**src/rtl/prc_pkg.sv**
```systemverilog
package prc_pkg;
  // Register word indices on the bus.
  typedef enum logic [1:0] {
    REG_CTRL = 2'd0,
    REG_STAT = 2'd1,
    REG_WAKE = 2'd2,
    REG_NONE = 2'd3
  } reg_idx_e;

  // Control word bit layout.
  localparam int unsigned CB_SRST_N = 0;
  localparam int unsigned CB_EN     = 1;
  localparam int unsigned CB_STEP   = 2;
  localparam int unsigned CB_SLEEP  = 3;
  localparam int unsigned CB_RUN    = 7;
  localparam int unsigned CB_PC_LSB = 16;

  // Run sequencer states.
  typedef enum logic [1:0] {
    RS_HALTED   = 2'd0,
    RS_RUNNING  = 2'd1,
    RS_DRAINING = 2'd2
  } run_st_e;
endpackage

```
**src/rtl/prc_rst_sync.sv**
```systemverilog
module prc_rst_sync #(
  parameter int unsigned STAGES = 2
) (
  input  logic clk,
  input  logic rst_n,
  output logic rst_sync_n
);
  logic [STAGES-1:0] sync_q;

  always_ff @(posedge clk or negedge rst_n) begin
    if (!rst_n) sync_q <= '0;
    else        sync_q <= {sync_q[STAGES-2:0], 1'b1};
  end

  assign rst_sync_n = sync_q[STAGES-1];
endmodule

```
**src/rtl/prc_wake_reduce.sv**
```systemverilog
module prc_wake_reduce #(
  parameter int unsigned STAT_W = 32,
  parameter int unsigned GRP_W  = 8
) (
  input  logic [STAT_W-1:0] mask,
  input  logic [STAT_W-1:0] stat,
  output logic              hit
);
  localparam int unsigned NGRP = (STAT_W + GRP_W - 1) / GRP_W;
  localparam int unsigned PADW = NGRP * GRP_W;

  logic [PADW-1:0] masked;
  logic [NGRP-1:0] grp_hit;

  always_comb begin
    masked = '0;
    masked[STAT_W-1:0] = mask & stat;
  end

  for (genvar g = 0; g < NGRP; g++) begin : g_grp
    assign grp_hit[g] = |masked[g*GRP_W +: GRP_W];
  end

  assign hit = |grp_hit;
endmodule

```
**src/rtl/prc_run_fsm.sv**
```systemverilog
module prc_run_fsm
  import prc_pkg::*;
(
  input  logic clk,
  input  logic rst_n,
  input  logic enable,
  input  logic soft_rst_n,
  input  logic core_multi_busy,
  output logic fetch_en,
  output logic run_state,
  output logic core_rst
);
  run_st_e st_q, st_d;

  always_comb begin
    st_d = st_q;
    if (!soft_rst_n) begin
      st_d = RS_HALTED;
    end else if (enable) begin
      st_d = RS_RUNNING;
    end else if (st_q != RS_HALTED && core_multi_busy) begin
      st_d = RS_DRAINING;
    end else begin
      st_d = RS_HALTED;
    end
  end

  always_ff @(posedge clk or negedge rst_n) begin
    if (!rst_n) st_q <= RS_HALTED;
    else        st_q <= st_d;
  end

  assign fetch_en  = enable & soft_rst_n;
  assign run_state = (st_q != RS_HALTED);
  assign core_rst  = ~soft_rst_n;
endmodule

```
**src/rtl/prc_regfile.sv**
```systemverilog
module prc_regfile
  import prc_pkg::*;
#(
  parameter int unsigned DATA_W = 32,
  parameter int unsigned PC_W   = 16,
  parameter int unsigned STAT_W = 32,
  parameter int unsigned ADDR_W = 2
) (
  input  logic              clk,
  input  logic              rst_n,
  input  logic              bus_sel,
  input  logic              bus_we,
  input  logic [ADDR_W-1:0] bus_addr,
  input  logic [DATA_W-1:0] bus_wdata,
  output logic [DATA_W-1:0] bus_rdata,
  input  logic [PC_W-1:0]   core_pc,
  input  logic              core_retire,
  input  logic              core_sleep,
  input  logic              wake_hit,
  input  logic              run_state,
  output logic [PC_W-1:0]   start_pc,
  output logic              enable,
  output logic              soft_rst_n,
  output logic [STAT_W-1:0] wake_mask
);
  logic wr_ctrl, wr_wake, rd_act;
  logic [PC_W-1:0]   pc_q, pc_d, pcd_q;
  logic              en_q, en_d, step_q, step_d, slp_q, slp_d, srn_q, srn_d;
  logic [STAT_W-1:0] msk_q, msk_d;
  logic              pc_ce, en_ce, step_ce, slp_ce, msk_ce;

  assign wr_ctrl = bus_sel & bus_we & (bus_addr == ADDR_W'(REG_CTRL));
  assign wr_wake = bus_sel & bus_we & (bus_addr == ADDR_W'(REG_WAKE));
  assign rd_act  = bus_sel & ~bus_we;

  // Next-state logic with explicit clock enables.
  always_comb begin
    pc_d    = bus_wdata[CB_PC_LSB +: PC_W];
    pc_ce   = wr_ctrl;
    step_d  = bus_wdata[CB_STEP];
    step_ce = wr_ctrl;
    msk_d   = bus_wdata[STAT_W-1:0];
    msk_ce  = wr_wake;
    // Active-low reset bit: takes a written 0 for one cycle, then restores.
    srn_d   = wr_ctrl ? bus_wdata[CB_SRST_N] : 1'b1;

    en_d  = en_q;
    en_ce = 1'b0;
    if (wr_ctrl) begin
      en_d  = bus_wdata[CB_EN];
      en_ce = 1'b1;
    end else if (step_q && en_q && core_retire) begin
      en_d  = 1'b0;
      en_ce = 1'b1;
    end

    slp_d  = slp_q;
    slp_ce = 1'b0;
    if (wr_ctrl) begin
      slp_d  = bus_wdata[CB_SLEEP];
      slp_ce = 1'b1;
    end else if (wake_hit) begin
      slp_d  = 1'b0;
      slp_ce = 1'b1;
    end else if (core_sleep) begin
      slp_d  = 1'b1;
      slp_ce = 1'b1;
    end
  end

  always_ff @(posedge clk or negedge rst_n) begin
    if (!rst_n) begin
      pc_q   <= '0;
      en_q   <= 1'b0;
      step_q <= 1'b0;
      slp_q  <= 1'b0;
      srn_q  <= 1'b1;
      msk_q  <= '0;
      pcd_q  <= '0;
    end else begin
      if (pc_ce)   pc_q   <= pc_d;
      if (en_ce)   en_q   <= en_d;
      if (step_ce) step_q <= step_d;
      if (slp_ce)  slp_q  <= slp_d;
      if (msk_ce)  msk_q  <= msk_d;
      srn_q <= srn_d;
      pcd_q <= core_pc;
    end
  end

  // Read mux; reserved and unmapped bits return 0.
  always_comb begin
    bus_rdata = '0;
    if (rd_act) begin
      unique case (bus_addr)
        ADDR_W'(REG_CTRL): begin
          bus_rdata[CB_PC_LSB +: PC_W] = pc_q;
          bus_rdata[CB_RUN]            = run_state;
          bus_rdata[CB_SLEEP]          = slp_q;
          bus_rdata[CB_STEP]           = step_q;
          bus_rdata[CB_EN]             = en_q;
          bus_rdata[CB_SRST_N]         = srn_q;
        end
        ADDR_W'(REG_STAT): bus_rdata[PC_W-1:0]   = pcd_q;
        ADDR_W'(REG_WAKE): bus_rdata[STAT_W-1:0] = msk_q;
        default:           bus_rdata = '0;
      endcase
    end
  end

  assign start_pc   = pc_q;
  assign enable     = en_q;
  assign soft_rst_n = srn_q;
  assign wake_mask  = msk_q;
endmodule

```
**src/rtl/proc_run_ctrl.sv**
```systemverilog
module proc_run_ctrl #(
  parameter int unsigned DATA_W = 32,
  parameter int unsigned PC_W   = 16,
  parameter int unsigned STAT_W = 32,
  parameter int unsigned ADDR_W = 2,
  parameter int unsigned GRP_W  = 8
) (
  input  logic              clk,
  input  logic              rst_n,
  input  logic              bus_sel,
  input  logic              bus_we,
  input  logic [ADDR_W-1:0] bus_addr,
  input  logic [DATA_W-1:0] bus_wdata,
  output logic [DATA_W-1:0] bus_rdata,
  input  logic [PC_W-1:0]   core_pc,
  input  logic              core_multi_busy,
  input  logic              core_retire,
  input  logic              core_sleep,
  input  logic [STAT_W-1:0] status_in,
  output logic              fetch_en,
  output logic              core_rst,
  output logic [PC_W-1:0]   rst_pc,
  output logic              run_state,
  output logic              wakeup,
  output logic [STAT_W-1:0] wake_mask
);
  logic rst_sync_n;
  logic enable, soft_rst_n, wake_hit;

  prc_rst_sync #(.STAGES(2)) u_rst (
    .clk(clk), .rst_n(rst_n), .rst_sync_n(rst_sync_n)
  );

  prc_wake_reduce #(.STAT_W(STAT_W), .GRP_W(GRP_W)) u_wake (
    .mask(wake_mask), .stat(status_in), .hit(wake_hit)
  );

  prc_regfile #(
    .DATA_W(DATA_W), .PC_W(PC_W), .STAT_W(STAT_W), .ADDR_W(ADDR_W)
  ) u_regs (
    .clk(clk), .rst_n(rst_sync_n),
    .bus_sel(bus_sel), .bus_we(bus_we), .bus_addr(bus_addr),
    .bus_wdata(bus_wdata), .bus_rdata(bus_rdata),
    .core_pc(core_pc), .core_retire(core_retire), .core_sleep(core_sleep),
    .wake_hit(wake_hit), .run_state(run_state),
    .start_pc(rst_pc), .enable(enable), .soft_rst_n(soft_rst_n),
    .wake_mask(wake_mask)
  );

  prc_run_fsm u_fsm (
    .clk(clk), .rst_n(rst_sync_n),
    .enable(enable), .soft_rst_n(soft_rst_n),
    .core_multi_busy(core_multi_busy),
    .fetch_en(fetch_en), .run_state(run_state), .core_rst(core_rst)
  );

  assign wakeup = wake_hit;
endmodule

```
**config.mk**
```make
export PLATFORM = sky130hd
export DESIGN_NAME = proc_run_ctrl
export DESIGN_NICKNAME = d
export VERILOG_FILES = /design/src/rtl/prc_pkg.sv /design/src/rtl/prc_rst_sync.sv /design/src/rtl/prc_wake_reduce.sv /design/src/rtl/prc_run_fsm.sv /design/src/rtl/prc_regfile.sv /design/src/rtl/proc_run_ctrl.sv
export SDC_FILE = /design/constraint.sdc
export NUM_CORES = 1
export LEC_CHECK = 0
export BUFFER_PORTS_ARGS = -buffer_cell sky130_fd_sc_hd__buf_2
export CORE_MARGIN = 2
export CORE_UTILIZATION = 45
export DETAILED_ROUTE_END_ITERATION = 12
export MAX_ROUTING_LAYER = met4
export PLACE_DENSITY = 0.83
export SLEW_MARGIN = 5
export SYNTH_ARGS = -nofsm -noshare
export SYNTH_HDL_FRONTEND = slang
export SYNTH_SLANG_ARGS = --single-unit
```
**constraint.sdc**
```tcl
create_clock -name clk -period 6.7 [get_ports clk]
set_clock_uncertainty 0.2 [all_clocks]
set_input_delay 1.34 -clock clk [delete_from_list [all_inputs] [get_ports clk]]
set_output_delay 1.34 -clock clk [all_outputs]
set_load 0.01 [all_outputs]
```
==> results.cfg <==
[hold_path]
min_path_cells = 0
hp-start = u_rst.sync_q[0]
holdPathEnd = u_rst.sync_q[1]
hold_class = flop to flop

[place]
place_worst_setup_slack_ns = 2.35
io_buffers = 172
place.gp.congestion = 0.855
hpwl_mm = 6.66

[critical_path]
cp_slowest_cell = ha_1
critPathArrivalTime_ns = 2.79
start_kind = primary input
crit_required_ns = 5.16
crit_top_cell = buf_2
worstPathCellList = buf_2 -> inv_1 -> ha_1 -> a22oi_1 -> nor2_1 -> buf_2
reg2reg_from = u_regs.wake_mask[27]
critPathMaxStageDelay_ns = 0.75
worst-path-buf-inv = 3
critPathKind = primary input to output pin
cp-end-kind = output pin
cpLargestDelayFamily = adder cells
reg2reg_to = u_regs.slp_q
r2r_slack_ns = 4.97
crit_fanout = 23
worstRegToRegCells = 4

[synth]
netlist-cell-type-count = 27
synth_area_per_cell_sq_um = 12.8
ys_seq_elements = 72
synth_area_sq_mm = 0.00315
yosys-top-cells-area = dfrtp_1 56%, mux2_2 17%, a22oi_1 8.8%
yosysTopAreaCell = dfrtp_1
synth-seq-area-share_pct = 57.2
yosys.area.top_type_share_pct = 56.4
ys_warn_count = 0
synthesis.instances = 247
synth_nets = 340

[global_route]
grt_util_all_layers_pct = 24.0
grt_pass1_vias = 2611
grt_overflow = 0
antenna_found_initial = 0
grt_pass1_wl_mm = 13.2
grt_max_degree = 71

[layout]
area_growth_pct = 35.1
drive_gt1_share_pct = 58.0
nets = 509
antennaDiodeCount = 0

[routing]
drtPass1Iterations = 6
drtIter0Drc = 156
avgViaCountPerCell = 5.40
drt-wirelength-per-cell_microns = 17.8
drc = 0
ant_nets = 0
wl_mm = 9.15
routed-via-count = 2780

[status]
status = finished, final reports clean

[power_and_ir_drop]
p_sw_share_pct = 30.3
power_frac_clock_pct = 27.4
p_comb_share_pct = 23.7
p_per_area_mw_per_mm2 = 281
p_int_uw = 833
power.total_mw = 1.19
vdd_drop_max_uv = 167
p_seq_share_pct = 49.0
p_switching_uw = 362
power_leakage_nw = 2.16

[timing]
tns_ns = 0
drv_slew = 0
worst_slack_ns = 2.37
rsz0062_at_grt = false
fmax_mhz = 231
hold_viol = 0
setup_viol = 0
period_minus_slack_ns = 4.33
slew_headroom_pct = 30.8
holdWs_ns = 0.153
worst_pin_slew_ns = 1.03
post-route-period-util_pct = 64.7

[clock_network]
cts_setup_buffers = 0
clockBufferDepth = 2
cts.sinks = 72
cts_resized = 0
cts-root-buf = clkbuf_8
cts_tree = yes
cts_inserted_buffers = 9
insertion_delay_ns = 0.34
htreeDepth = 3
clk_pin_slew_worst_paths_ns = 0.07
cts_hold_buf = 0

[floorplanning]
fp.dieH_microns = 87.7
dieArea_sq_mm = 0.00769
coreArea_sq_mm = 0.00679
initial_core_util_pct = 46.4
num_rows = 30
num_io_pins = 173
die_x_microns = 87.7

[run]
drv_cap = 0
[metrics by stage]
stage               cell area, sq um  cells  util [%]
global route                    4260    515      62.7
detailed placement              4080    501      60.0
global placement                4080    501      60.0
CTS                             4260    515      62.7
floorplan                       3150    247         -
finish                          4260    515      62.7
[cells in the mapped netlist]
master	n
nand4_1	2
a221oi_2	3
nand3_2	2
nand3_1	3
mux2_2	48
nor2_1	32
dfstp_2	1
and2_1	1
buf_2	7
nand3b_1	1
or2_1	1
or3_1	1
ha_1	4
o41ai_2	1
and4_1	1
nand2b_1	1
dfrtp_1	71
a222oi_1	5
or2_2	2
nand2_1	2
o21ai_0	3
clkbuf_1	9
inv_1	4
and4b_1	1
a22o_1	3
conb_1	1
a22oi_1	37
[per-layer routing]
metal	vias to the layer above	track usage (%)	share of wire, %
met5	-	-	0
met4	0	8.25	1.5
met3	15	3.96	6.3
met2	145	40.8	52
met1	1375	29.0	41
li1	1245	-	-
[how the worst max path moves through the flow]
stage	start	endpoint	slack, ns	depth (start not counted)
2_1_floorplan	bus_addr[0]	bus_rdata[1]	2.86	6
3_3_place_gp	bus_addr[0]	bus_rdata[28]	2.43	6
3_5_place_dp	bus_addr[0]	bus_rdata[22]	2.35	6
4_1_cts	bus_addr[0]	bus_rdata[22]	2.36	6
5_1_grt	bus_addr[0]	bus_rdata[16]	2.23	6
6_report	bus_addr[0]	bus_rdata[22]	2.37	6
[cell type report]
| class | count | area (sq um) |
|---|---|---|
| fillers | 572 | 2540 |
| flip-flops and latches | 72 | 1800 |
| multi-input cells | 155 | 1260 |
| repair buffers | 174 | 876 |
| clock buffers | 13 | 149 |
| well taps | 96 | 120 |
| clock inverters | 1 | 30.0 |
| inverters | 4 | 15.0 |
[flip-flops by register name (all words and copies together), names as in the netlist]
register and count:
u_regs.step_q 1, u_regs.wake_mask 32, u_regs.pcd_q 16, u_regs.slp_q 1
u_regs.enable 1, u_regs.start_pc 16, u_fsm.st_q 2, u_rst.sync_q 2
u_regs.soft_rst_n 1
[layout by cell type (no fill, tap or decap), types with 3 or more instances in the layout]
cell type  instances
o21ai_0            3
clkbuf_1           3
nor2_1            32
a22oi_1           37
buf_2            172
a222oi_1           5
a221oi_2           3
inv_1              4
mux2_2            48
nand3_1            3
clkbuf_8          10
ha_1               4
a22o_1             3
dfrtp_1           70
[cell families (layout without fill, tap and decap cells)]
logic type / Yosys count / after routing / synth area share (%)
muxes: 48 / 48 / 17.2
AOI/OAI and AO/OA: 52 / 52 / 13.7
DFF: 72 / 72 / 57.2
buffers and inverters: 20 / 192 / 2.66
other: 1 / 1 / 0.119
and+or+nand+nor: 50 / 50 / 7.59
adders and majority gates: 4 / 4 / 1.59
[power by group through the flow]
stage                     logic [mW]  registers, mW  clock network [mW]
after floorplan                0.120          0.606                   0
after global placement         0.277          0.587                   0
after detailed placement       0.284          0.592                   0
after CTS                      0.286          0.585               0.333
after global routing           0.307          0.595               0.354
final                          0.283          0.585               0.327
Note: power is estimated with default switching activity, not from simulation.
